===== src/rtl/abt_pkg.sv =====
package abt_pkg;
  typedef enum logic {
    ST_IDLE  = 1'b0,
    ST_COUNT = 1'b1
  } abt_state_e;
endpackage


===== src/rtl/abt_rx_sync.sv =====
module abt_rx_sync #(
  parameter int unsigned STAGES = 2
) (
  input  logic clk_i,
  input  logic rst_ni,
  input  logic rx_i,
  output logic fall_o,
  output logic rise_o
);
  localparam int unsigned CHAIN = STAGES + 1;

  logic [CHAIN-1:0] chain_q;

  always_ff @(posedge clk_i or negedge rst_ni) begin
    if (!rst_ni) chain_q <= '1;
    else         chain_q <= {chain_q[CHAIN-2:0], rx_i};
  end

  // chain_q[STAGES-1] is the synchronised level, chain_q[STAGES] its previous value
  assign fall_o =  chain_q[STAGES] & ~chain_q[STAGES-1];
  assign rise_o = ~chain_q[STAGES] &  chain_q[STAGES-1];
endmodule


===== src/rtl/abt_sat_counter.sv =====
module abt_sat_counter #(
  parameter int unsigned CNT_W = 32
) (
  input  logic             clk_i,
  input  logic             rst_ni,
  input  logic             clr_i,
  input  logic             en_i,
  output logic [CNT_W-1:0] value_o,
  output logic [CNT_W-1:0] next_o
);
  localparam logic [CNT_W-1:0] MAX_VAL = '1;

  logic [CNT_W-1:0] cnt_q;

  assign next_o  = (cnt_q == MAX_VAL) ? MAX_VAL : cnt_q + 1'b1;
  assign value_o = cnt_q;

  always_ff @(posedge clk_i or negedge rst_ni) begin
    if (!rst_ni)   cnt_q <= '0;
    else if (clr_i) cnt_q <= '0;
    else if (en_i)  cnt_q <= next_o;
  end

  p_sat_hold_r10: assert property (@(posedge clk_i) disable iff (!rst_ni)
    (en_i && !clr_i && value_o == MAX_VAL) |=> (value_o == MAX_VAL));
endmodule


===== src/rtl/abt_ctrl.sv =====
module abt_ctrl
  import abt_pkg::*;
#(
  parameter int unsigned CNT_W = 32
) (
  input  logic             clk_i,
  input  logic             rst_ni,
  input  logic             fall_i,
  input  logic             rise_i,
  input  logic             start_set_i,
  input  logic             start_clr_i,
  input  logic             irq_clr_i,
  input  logic [CNT_W-1:0] cnt_next_i,
  output logic             cnt_clr_o,
  output logic             cnt_en_o,
  output logic             armed_o,
  output logic             counting_o,
  output logic [CNT_W-1:0] result_o,
  output logic             irq_o
);
  abt_state_e       state_q, state_d;
  logic             start_q, start_d;
  logic [CNT_W-1:0] result_q;
  logic             irq_q;
  logic             begin_meas, edge_hit;

  assign begin_meas = (state_q == ST_IDLE) && start_q && fall_i;
  assign edge_hit   = (state_q == ST_COUNT) && rise_i;

  always_comb begin
    state_d = state_q;
    if (begin_meas)             state_d = ST_COUNT;
    else if (edge_hit && start_q) state_d = ST_IDLE;
  end

  always_comb begin
    start_d = start_q;
    if (start_set_i)              start_d = 1'b1;
    else if (start_clr_i)         start_d = 1'b0;
    else if (edge_hit && start_q) start_d = 1'b0;
  end

  always_ff @(posedge clk_i or negedge rst_ni) begin
    if (!rst_ni) begin
      state_q  <= ST_IDLE;
      start_q  <= 1'b0;
      result_q <= '0;
      irq_q    <= 1'b0;
    end else begin
      state_q <= state_d;
      start_q <= start_d;
      if (begin_meas)    result_q <= '0;
      else if (edge_hit) result_q <= cnt_next_i;
      if (edge_hit)       irq_q <= 1'b1;
      else if (irq_clr_i) irq_q <= 1'b0;
    end
  end

  assign cnt_clr_o  = begin_meas | edge_hit;
  assign cnt_en_o   = (state_q == ST_COUNT);
  assign armed_o    = start_q;
  assign counting_o = (state_q == ST_COUNT);
  assign result_o   = result_q;
  assign irq_o      = irq_q;

  p_idle_stays_r4: assert property (@(posedge clk_i) disable iff (!rst_ni)
    (!counting_o && !armed_o && !start_set_i) |=> (!counting_o && !irq_o || !counting_o));
  p_edge_sets_irq_r5: assert property (@(posedge clk_i) disable iff (!rst_ni)
    (counting_o && rise_i) |=> irq_o);
  p_self_stop_r6: assert property (@(posedge clk_i) disable iff (!rst_ni)
    (counting_o && rise_i && armed_o && !start_set_i) |=> (!counting_o && !armed_o));
  p_free_run_r7: assert property (@(posedge clk_i) disable iff (!rst_ni)
    (counting_o && !armed_o) |=> counting_o);
  p_result_stable_r5: assert property (@(posedge clk_i) disable iff (!rst_ni)
    (!fall_i && !rise_i) |=> $stable(result_o));
  p_irq_holds_r11: assert property (@(posedge clk_i) disable iff (!rst_ni)
    (irq_o && !irq_clr_i) |=> irq_o);
endmodule


===== src/rtl/autobaud_timer.sv =====
module autobaud_timer #(
  parameter int unsigned CNT_W       = 32,
  parameter int unsigned SYNC_STAGES = 2
) (
  input  logic             clk_i,
  input  logic             rst_ni,
  input  logic             rx_i,
  input  logic             start_set_i,
  input  logic             start_clr_i,
  input  logic             irq_clr_i,
  output logic             armed_o,
  output logic             counting_o,
  output logic [CNT_W-1:0] result_o,
  output logic             irq_o
);
  logic             fall, rise;
  logic             cnt_clr, cnt_en;
  logic [CNT_W-1:0] cnt_val, cnt_next;

  abt_rx_sync #(.STAGES(SYNC_STAGES)) u_sync (
    .clk_i  (clk_i),
    .rst_ni (rst_ni),
    .rx_i   (rx_i),
    .fall_o (fall),
    .rise_o (rise)
  );

  abt_sat_counter #(.CNT_W(CNT_W)) u_cnt (
    .clk_i   (clk_i),
    .rst_ni  (rst_ni),
    .clr_i   (cnt_clr),
    .en_i    (cnt_en),
    .value_o (cnt_val),
    .next_o  (cnt_next)
  );

  abt_ctrl #(.CNT_W(CNT_W)) u_ctrl (
    .clk_i       (clk_i),
    .rst_ni      (rst_ni),
    .fall_i      (fall),
    .rise_i      (rise),
    .start_set_i (start_set_i),
    .start_clr_i (start_clr_i),
    .irq_clr_i   (irq_clr_i),
    .cnt_next_i  (cnt_next),
    .cnt_clr_o   (cnt_clr),
    .cnt_en_o    (cnt_en),
    .armed_o     (armed_o),
    .counting_o  (counting_o),
    .result_o    (result_o),
    .irq_o       (irq_o)
  );

  p_no_count_idle_r3: assert property (@(posedge clk_i) disable iff (!rst_ni)
    (!counting_o && !fall) |=> ($stable(cnt_val) || !counting_o));
endmodule


===== config.mk =====
export PLATFORM = sky130hd
export DESIGN_NAME = autobaud_timer
export DESIGN_NICKNAME = d
export VERILOG_FILES = /design/src/rtl/abt_pkg.sv /design/src/rtl/abt_rx_sync.sv /design/src/rtl/abt_sat_counter.sv /design/src/rtl/abt_ctrl.sv /design/src/rtl/autobaud_timer.sv
export SDC_FILE = /design/constraint.sdc
export NUM_CORES = 1
export LEC_CHECK = 0
export BUFFER_PORTS_ARGS = -buffer_cell sky130_fd_sc_hd__buf_2
export CAP_MARGIN = 40
export CELL_PAD_IN_SITES_DETAIL_PLACEMENT = 0
export CELL_PAD_IN_SITES_GLOBAL_PLACEMENT = 2
export CORE_MARGIN = 1
export CORE_UTILIZATION = 25
export DETAILED_ROUTE_END_ITERATION = 7
export GPL_TIMING_DRIVEN = 0
export PLACE_DENSITY = 0.66
export SYNTH_ARGS = -nofsm -noshare
export SYNTH_HDL_FRONTEND = slang
export SYNTH_SLANG_ARGS = --single-unit

===== constraint.sdc =====
create_clock -name clk_i -period 2.28 [get_ports clk_i]
set_input_delay 0.114 -clock clk_i [delete_from_list [all_inputs] [get_ports clk_i]]
set_output_delay 0.114 -clock clk_i [all_outputs]
set_load 0.05 [all_outputs]

==> results.yml, run 1 <==
outcome:
  status: "finished clean"
global_route:
  grt_overflow: 0
  grt_pass1_vias: 3367
  antenna_found_initial: 0
  grt_util_all_layers: 0.158
  grt_pass1_wl_um: 18800
  grt_max_degree: 45
sta:
  slew_violations: 0
  clock_skew_ps: 12.3
  slew_headroom: 0.536
  tns_ps: 0
  rsz0062_at_grt: "true"
  period_minus_slack_ps: 2190
  worstMarginPinSlew_ps: 695
  finalSetupViolations: 0
  min_period_over_period: 0.960
  finalHoldViolations: 0
  clock.fmax_ghz: 0.457
synth:
  yosysWarnings: 0
  synth_cell_types: 52
  synth_seq_cells: 70
  synthArstFlopShare: 1.00
  synth_area_leaders: "dfrtp_1 (45%), o21ai_0 (8.0%), nand2_1 (5.3%)"
  synth_top_area_frac: 0.446
  synth-edff-count: 0
  syn-cell-area_um2: 3760
  synth.avg_cell_area_um2: 9.07
  yosysSeqAreaShare: 0.467
  synth_top_flop_cell: "dfrtp_1"
  syn_nets: 421
  synth_top_area_cell: "dfrtp_1"
  synthCells: 414
flow_run:
  drv_cap: 0
detailed_routing:
  finalWirelength_um: 11700
  viasPerCell: 5.18
  drt-wirelength-per-cell_um: 17.5
  vias: 3448
  route.detailed.drc: 0
  drtPass1Iterations: 4
  ant_nets: 0
  drt_iter0_drc: 174
power_and_ir_drop:
  p_leak_nw: 2.23
  peakVddDrop_mv: 0.404
  p_per_area_nw_per_um2: 714
final_layout:
  fillers: 1495
  layout.cells.non_filler: 666
  area_delta_synth_final_pct: 26.0
  fin_nets: 484
  antenna_cells: 0
  final_layout_size_suffix_gt1_frac: 0.222
clock_tree:
  clockRootBuffer: "clkbuf_16"
  cts_buffer_depth: 2
  h-tree-depth: 3
  cts_tree: "yes"
  cts_buffers: 9
  path_clk_slew_ps: 60
  clk_latency_ps: 350
  numClockSinks: 70
placed_design:
  dp_hpwl_um: 7930
  portBuffers: 40
  dpl.cell_count: 639
  gp_congestion: 0.768
setup_path:
  critPathLaunchType: "register"
  crit_path_end_kind: "register"
  required_ps: 2560
  path_class: "register to register"
  crit_path_max_fanout: 10
  cp.arrival_ps: 2470
  reg2reg_slack_ps: 90
die:
  start_util: 0.257
  ios: 41
  num_rows: 44
  core-area_um2: 14600
  die_h_um: 125
  dieArea_um2: 15500
  die_x_um: 125
min_path:
  hold_class: "input pin to register"
[layout make-up]
| class | instances | area, um2 | area share |
|---|---|---|---|
| clock buffers | 9 | 225 | 0.0476 |
| flip-flops and latches | 70 | 1760 | 0.372 |
| well taps | 184 | 230 | 0.0486 |
| repair buffers | 55 | 370 | 0.0782 |
| plain buffers | 22 | 113 | 0.0238 |
| multi-input cells | 306 | 1890 | 0.399 |
| clock inverters | 7 | 97.6 | 0.0206 |
| inverters | 13 | 48.8 | 0.0103 |
[metal layers]
| metal | part of all wire | up-vias | GRT usage |
|---|---|---|---|
| li1 | - | 1642 | - |
| met1 | 0.47 | 1709 | 0.214 |
| met2 | 0.45 | 81 | 0.237 |
| met3 | 0.054 | 16 | 0.0352 |
| met4 | 0.021 | 0 | 0.0751 |
| met5 | 0 | - | 0 |
[cells in the mapped netlist (all sizes together), types with 7 or more instances]
library cell / instances
a22o: 13
nand4: 18
o21ai: 62
buf: 7
nand3: 17
inv: 13
a21o: 7
a221o: 9
nor3: 12
or3: 8
nor2: 26
nand2: 53
clkbuf: 18
xnor2: 16
a21oi: 14
and3: 8
dfrtp: 67
[worst paths after layout]
check                                   from                  to  cells after the start
min in group asynchronous             rst_ni  u_ctrl.result_o[5]                      2
setup reg to reg            u_cnt.value_o[5]  u_ctrl.result_o[5]                      7
hold reg to reg            u_sync.chain_q[0]   u_sync.chain_q[1]                      0
max in group asynchronous             rst_ni   u_sync.chain_q[0]                      3
hold / removal                   start_clr_i      u_ctrl.armed_o                      3
setup / recovery            u_cnt.value_o[5]  u_ctrl.result_o[5]                      7
[cell families after synthesis]
family,after synthesis,synth area share
AO/OA/AOI/OAI,124,0.209
XOR/XNOR,18,0.0420
adder cells (fa/ha/maj),1,0.00333
buffers and inverters,38,0.0436
flip-flops,70,0.467
multiplexers,1,0.00266
AND/OR/NAND/NOR,162,0.232
[per-stage QoR]
step | hold slack (ps) | utilization | total power, W | worst slack (ps) | instance area (um2)
floorplan | -182 | - | 0.00163 | 17.6 | 3760
global placement | 221 | 0.287 | 0.00179 | -780 | 4190
detailed placement | 64.8 | 0.289 | 0.00179 | -811 | 4220
CTS | 51.1 | 0.323 | 0.00342 | 3.09 | 4710
global route | 73.4 | 0.325 | 0.00353 | -5.80 | 4730
finish | 62.5 | 0.325 | 0.00338 | 90.7 | 4730
[report_power, final]
group          switching (W)  leakage [nW]  internal [W]  total [W]
sequential         0.0000387         0.951       0.00129    0.00133
clock               0.000593         0.152      0.000961    0.00155
combinational       0.000342          1.12      0.000153   0.000494
[worst max-delay path, cell delays in order, from the launching register on]
cell and delay (ps):
dfrtp_2 460, nand4_4 190, or4_4 610, nor4b_4 320, buf_12 170, buf_6 140
o21ai_0 110, nand2_1 110
[cell usage in the layout, fill, tap and decap left out, drive strengths merged, types with 4 or more instances in the layout]
| master | instances |
|---|---|
| nand2b | 4 |
| a22o | 13 |
| xnor2 | 16 |
| or3 | 8 |
| a21oi | 14 |
| and2 | 4 |
| a21o | 7 |
| and3 | 8 |
| nor2 | 26 |
| buf | 58 |
| dlygate4sd3 | 4 |
| clkbuf | 24 |
| a221o | 9 |
| nand2 | 53 |
| o21ai | 62 |
| nand4 | 18 |
| nor3 | 12 |
| inv | 14 |
| nand3 | 17 |
| dfrtp | 67 |
[registers in the layout, indices dropped and copies added (netlist names)]
| register | cells |
|---|---|
| u_ctrl.result_o | 32 |
| u_sync.chain_q | 3 |
| u_ctrl.cnt_en_o | 1 |
| u_cnt.value_o | 32 |
| u_ctrl.irq_o | 1 |
| u_ctrl.armed_o | 1 |
[timing repair]
action                                  4_1_cts  5_1_grt
hold buffers                                  4        0
endpoints found under the hold margin        29        0
endpoints found under the setup margin       64       55
setup buffers                                 9        1
pin swaps                                     5        2
gates resized for setup                      13       13
Power figures use the tool's default switching activity.
==> run 2: changes to the inputs <==
--- a/config.mk
+++ b/config.mk
@@ -5,15 +5,16 @@
 export SDC_FILE = /design/constraint.sdc
 export NUM_CORES = 1
 export LEC_CHECK = 0
-export BUFFER_PORTS_ARGS = -buffer_cell sky130_fd_sc_hd__buf_2
 export CAP_MARGIN = 40
 export CELL_PAD_IN_SITES_DETAIL_PLACEMENT = 0
 export CELL_PAD_IN_SITES_GLOBAL_PLACEMENT = 2
 export CORE_MARGIN = 1
 export CORE_UTILIZATION = 25
+export CTS_CLUSTER_DIAMETER = 40
 export DETAILED_ROUTE_END_ITERATION = 7
+export DONT_BUFFER_PORTS = 1
 export GPL_TIMING_DRIVEN = 0
-export PLACE_DENSITY = 0.66
+export PLACE_DENSITY = 0.62
 export SYNTH_ARGS = -nofsm -noshare
 export SYNTH_HDL_FRONTEND = slang
 export SYNTH_SLANG_ARGS = --single-unit
==> results.yml, run 2 (synthesized netlist as in run 1, its figures left out) <==
outcome:
  status: "finished clean"
die:
  ios: 41
  dieArea_um2: 15500
  num_rows: 44
  die_x_um: 125
  die_h_um: 125
  core-area_um2: 14600
  start_util: 0.257
sta:
  period_minus_slack_ps: 2170
  worstMarginPinSlew_ps: 670
  holdWs_ps: 327
  clock.fmax_ghz: 0.460
  clock_skew_ps: 10.4
  rsz0062_at_grt: "true"
  slew_violations: 0
  min_period_over_period: 0.953
  finalHoldViolations: 0
  finalSetupViolations: 0
  slew_headroom: 0.553
clock_tree:
  clockRootBuffer: "clkbuf_16"
  h-tree-depth: 3
  cts_tree: "yes"
  path_clk_slew_ps: 60
  cts_buffers: 9
  numClockSinks: 70
  cts_buffer_depth: 2
  clk_latency_ps: 350
setup_path:
  crit_chain: "nand4_4 > or4_4 > o21ai_1 > or3b_2 > a22o_1"
  crit_path_end_kind: "register"
  crit_path_max_fanout: 8
  critical_path.slowest_cell: "or4_4"
  reg2reg_slack_ps: 110
  critPathCapture: "u_ctrl.result_o[16]"
  crit_start: "u_cnt.value_o[4]"
  critPathBufInv: 0
  cp.arrival_ps: 2400
  required_ps: 2510
  reg2regPathDepth: 5
  slowest_delay_ps: 610
  regToRegStartpoint: "u_cnt.value_o[4]"
  path_class: "register to register"
  path_delay_family: "simple AND/OR/NAND/NOR gates"
  reg2reg_to: "u_ctrl.result_o[16]"
  critPathLaunchType: "register"
  crit_cells: 5
placed_design:
  post_dp_cell_area_um2: 3990
  gp_congestion: 0.736
  dp_hpwl_um: 7830
  portBuffers: 0
min_path:
  hold_depth: 1
  hold_class: "input pin to register"
global_route:
  grt_util_all_layers: 0.160
  grt_max_degree: 71
  grt_pass1_wl_um: 19000
  grt_overflow: 0
  antenna_found_initial: 0
  grt_pass1_vias: 3214
power_and_ir_drop:
  peakVddDrop_mv: 0.390
  p_total_w: 0.00335
  p_leak_nw: 2.03
  p_per_area_nw_per_um2: 732
final_layout:
  final_common_cell: "dfrtp_1"
  fin_nets: 452
  multi_input_area_um2: 1880
  final_util: 0.313
  antenna_cells: 0
  final_layout_size_suffix_gt1_frac: 0.167
  regArea_um2: 1760
  fillers: 1531
  final_cell_mix: "dfrtp_1 (60), o21ai_0 (58), nand2_1 (53)"
  area_delta_synth_final_pct: 21.8
  postLayoutCellArea_um2: 4570
detailed_routing:
  finalWirelength_um: 11800
  route.detailed.drc: 0
  drt_iter0_drc: 112
  drt-wirelength-per-cell_um: 18.6
  viasPerCell: 5.05
  drtPass1Iterations: 4
  vias: 3199
  ant_nets: 0
flow_run:
  drv_cap: 0
run 2: changes by cell type in the layout (fill, tap and decap cells not counted), moves of 2 or more:
cell / delta
dfrtp_2: +2
buf_2: -39
buf_4: +5
clkbuf_2: +2
dfrtp_1: -2
run 2: what timing repair did:
item	CTS	global route
gates resized for setup	19	13
setup endpoints to repair	64	45
cloned	0	0
setup buffers	11	4
hold buffers	6	0
pin swaps	4	2
endpoints found under the hold margin	73	0
run 2: where the power goes:
group          switching, W  internal (W)
registers          0.000120       0.00129
clock network      0.000557      0.000987
logic              0.000260      0.000134
run 2: how the worst min path moves through the flow:
stage,start,to,slack (ps)
floorplan,rst_ni,u_cnt.value_o[0],-180
global placement,rst_ni,u_ctrl.result_o[6],-180
detailed placement,rst_ni,u_ctrl.result_o[7],-180
CTS,rx_i,u_sync.chain_q[0],320
global route,rx_i,u_sync.chain_q[0],330
finish,rx_i,u_sync.chain_q[0],330
run 2: layout make-up:
| type | count | area share |
|---|---|---|
| repair buffers | 21 | 0.0443 |
| clock inverters | 4 | 0.0159 |
| well taps | 184 | 0.0503 |
| clock buffers | 12 | 0.0539 |
| plain buffers | 24 | 0.0276 |
| multi-input cells | 306 | 0.411 |
| inverters | 13 | 0.0107 |
| flip-flops and latches | 70 | 0.386 |
run 2: layer usage:
metal | GRT usage | routed length (um) | vias up
met5 | 0 | 0 | -
met4 | 0.0737 | 228 | 0
met3 | 0.0262 | 382 | 12
met2 | 0.246 | 5420 | 55
met1 | 0.220 | 5770 | 1562
li1 | - | - | 1570
run 2: per-stage QoR:
step / TNS [ps] / cells / setup slack, ps
after detailed placement: -33460 / 598 / -813
final: 0 / 634 / 108
after floorplan: 0 / 414 / 17.6
after global placement: -34440 / 598 / -816
after CTS: 0 / 630 / 4.05
after global routing: -620 / 634 / -62.7
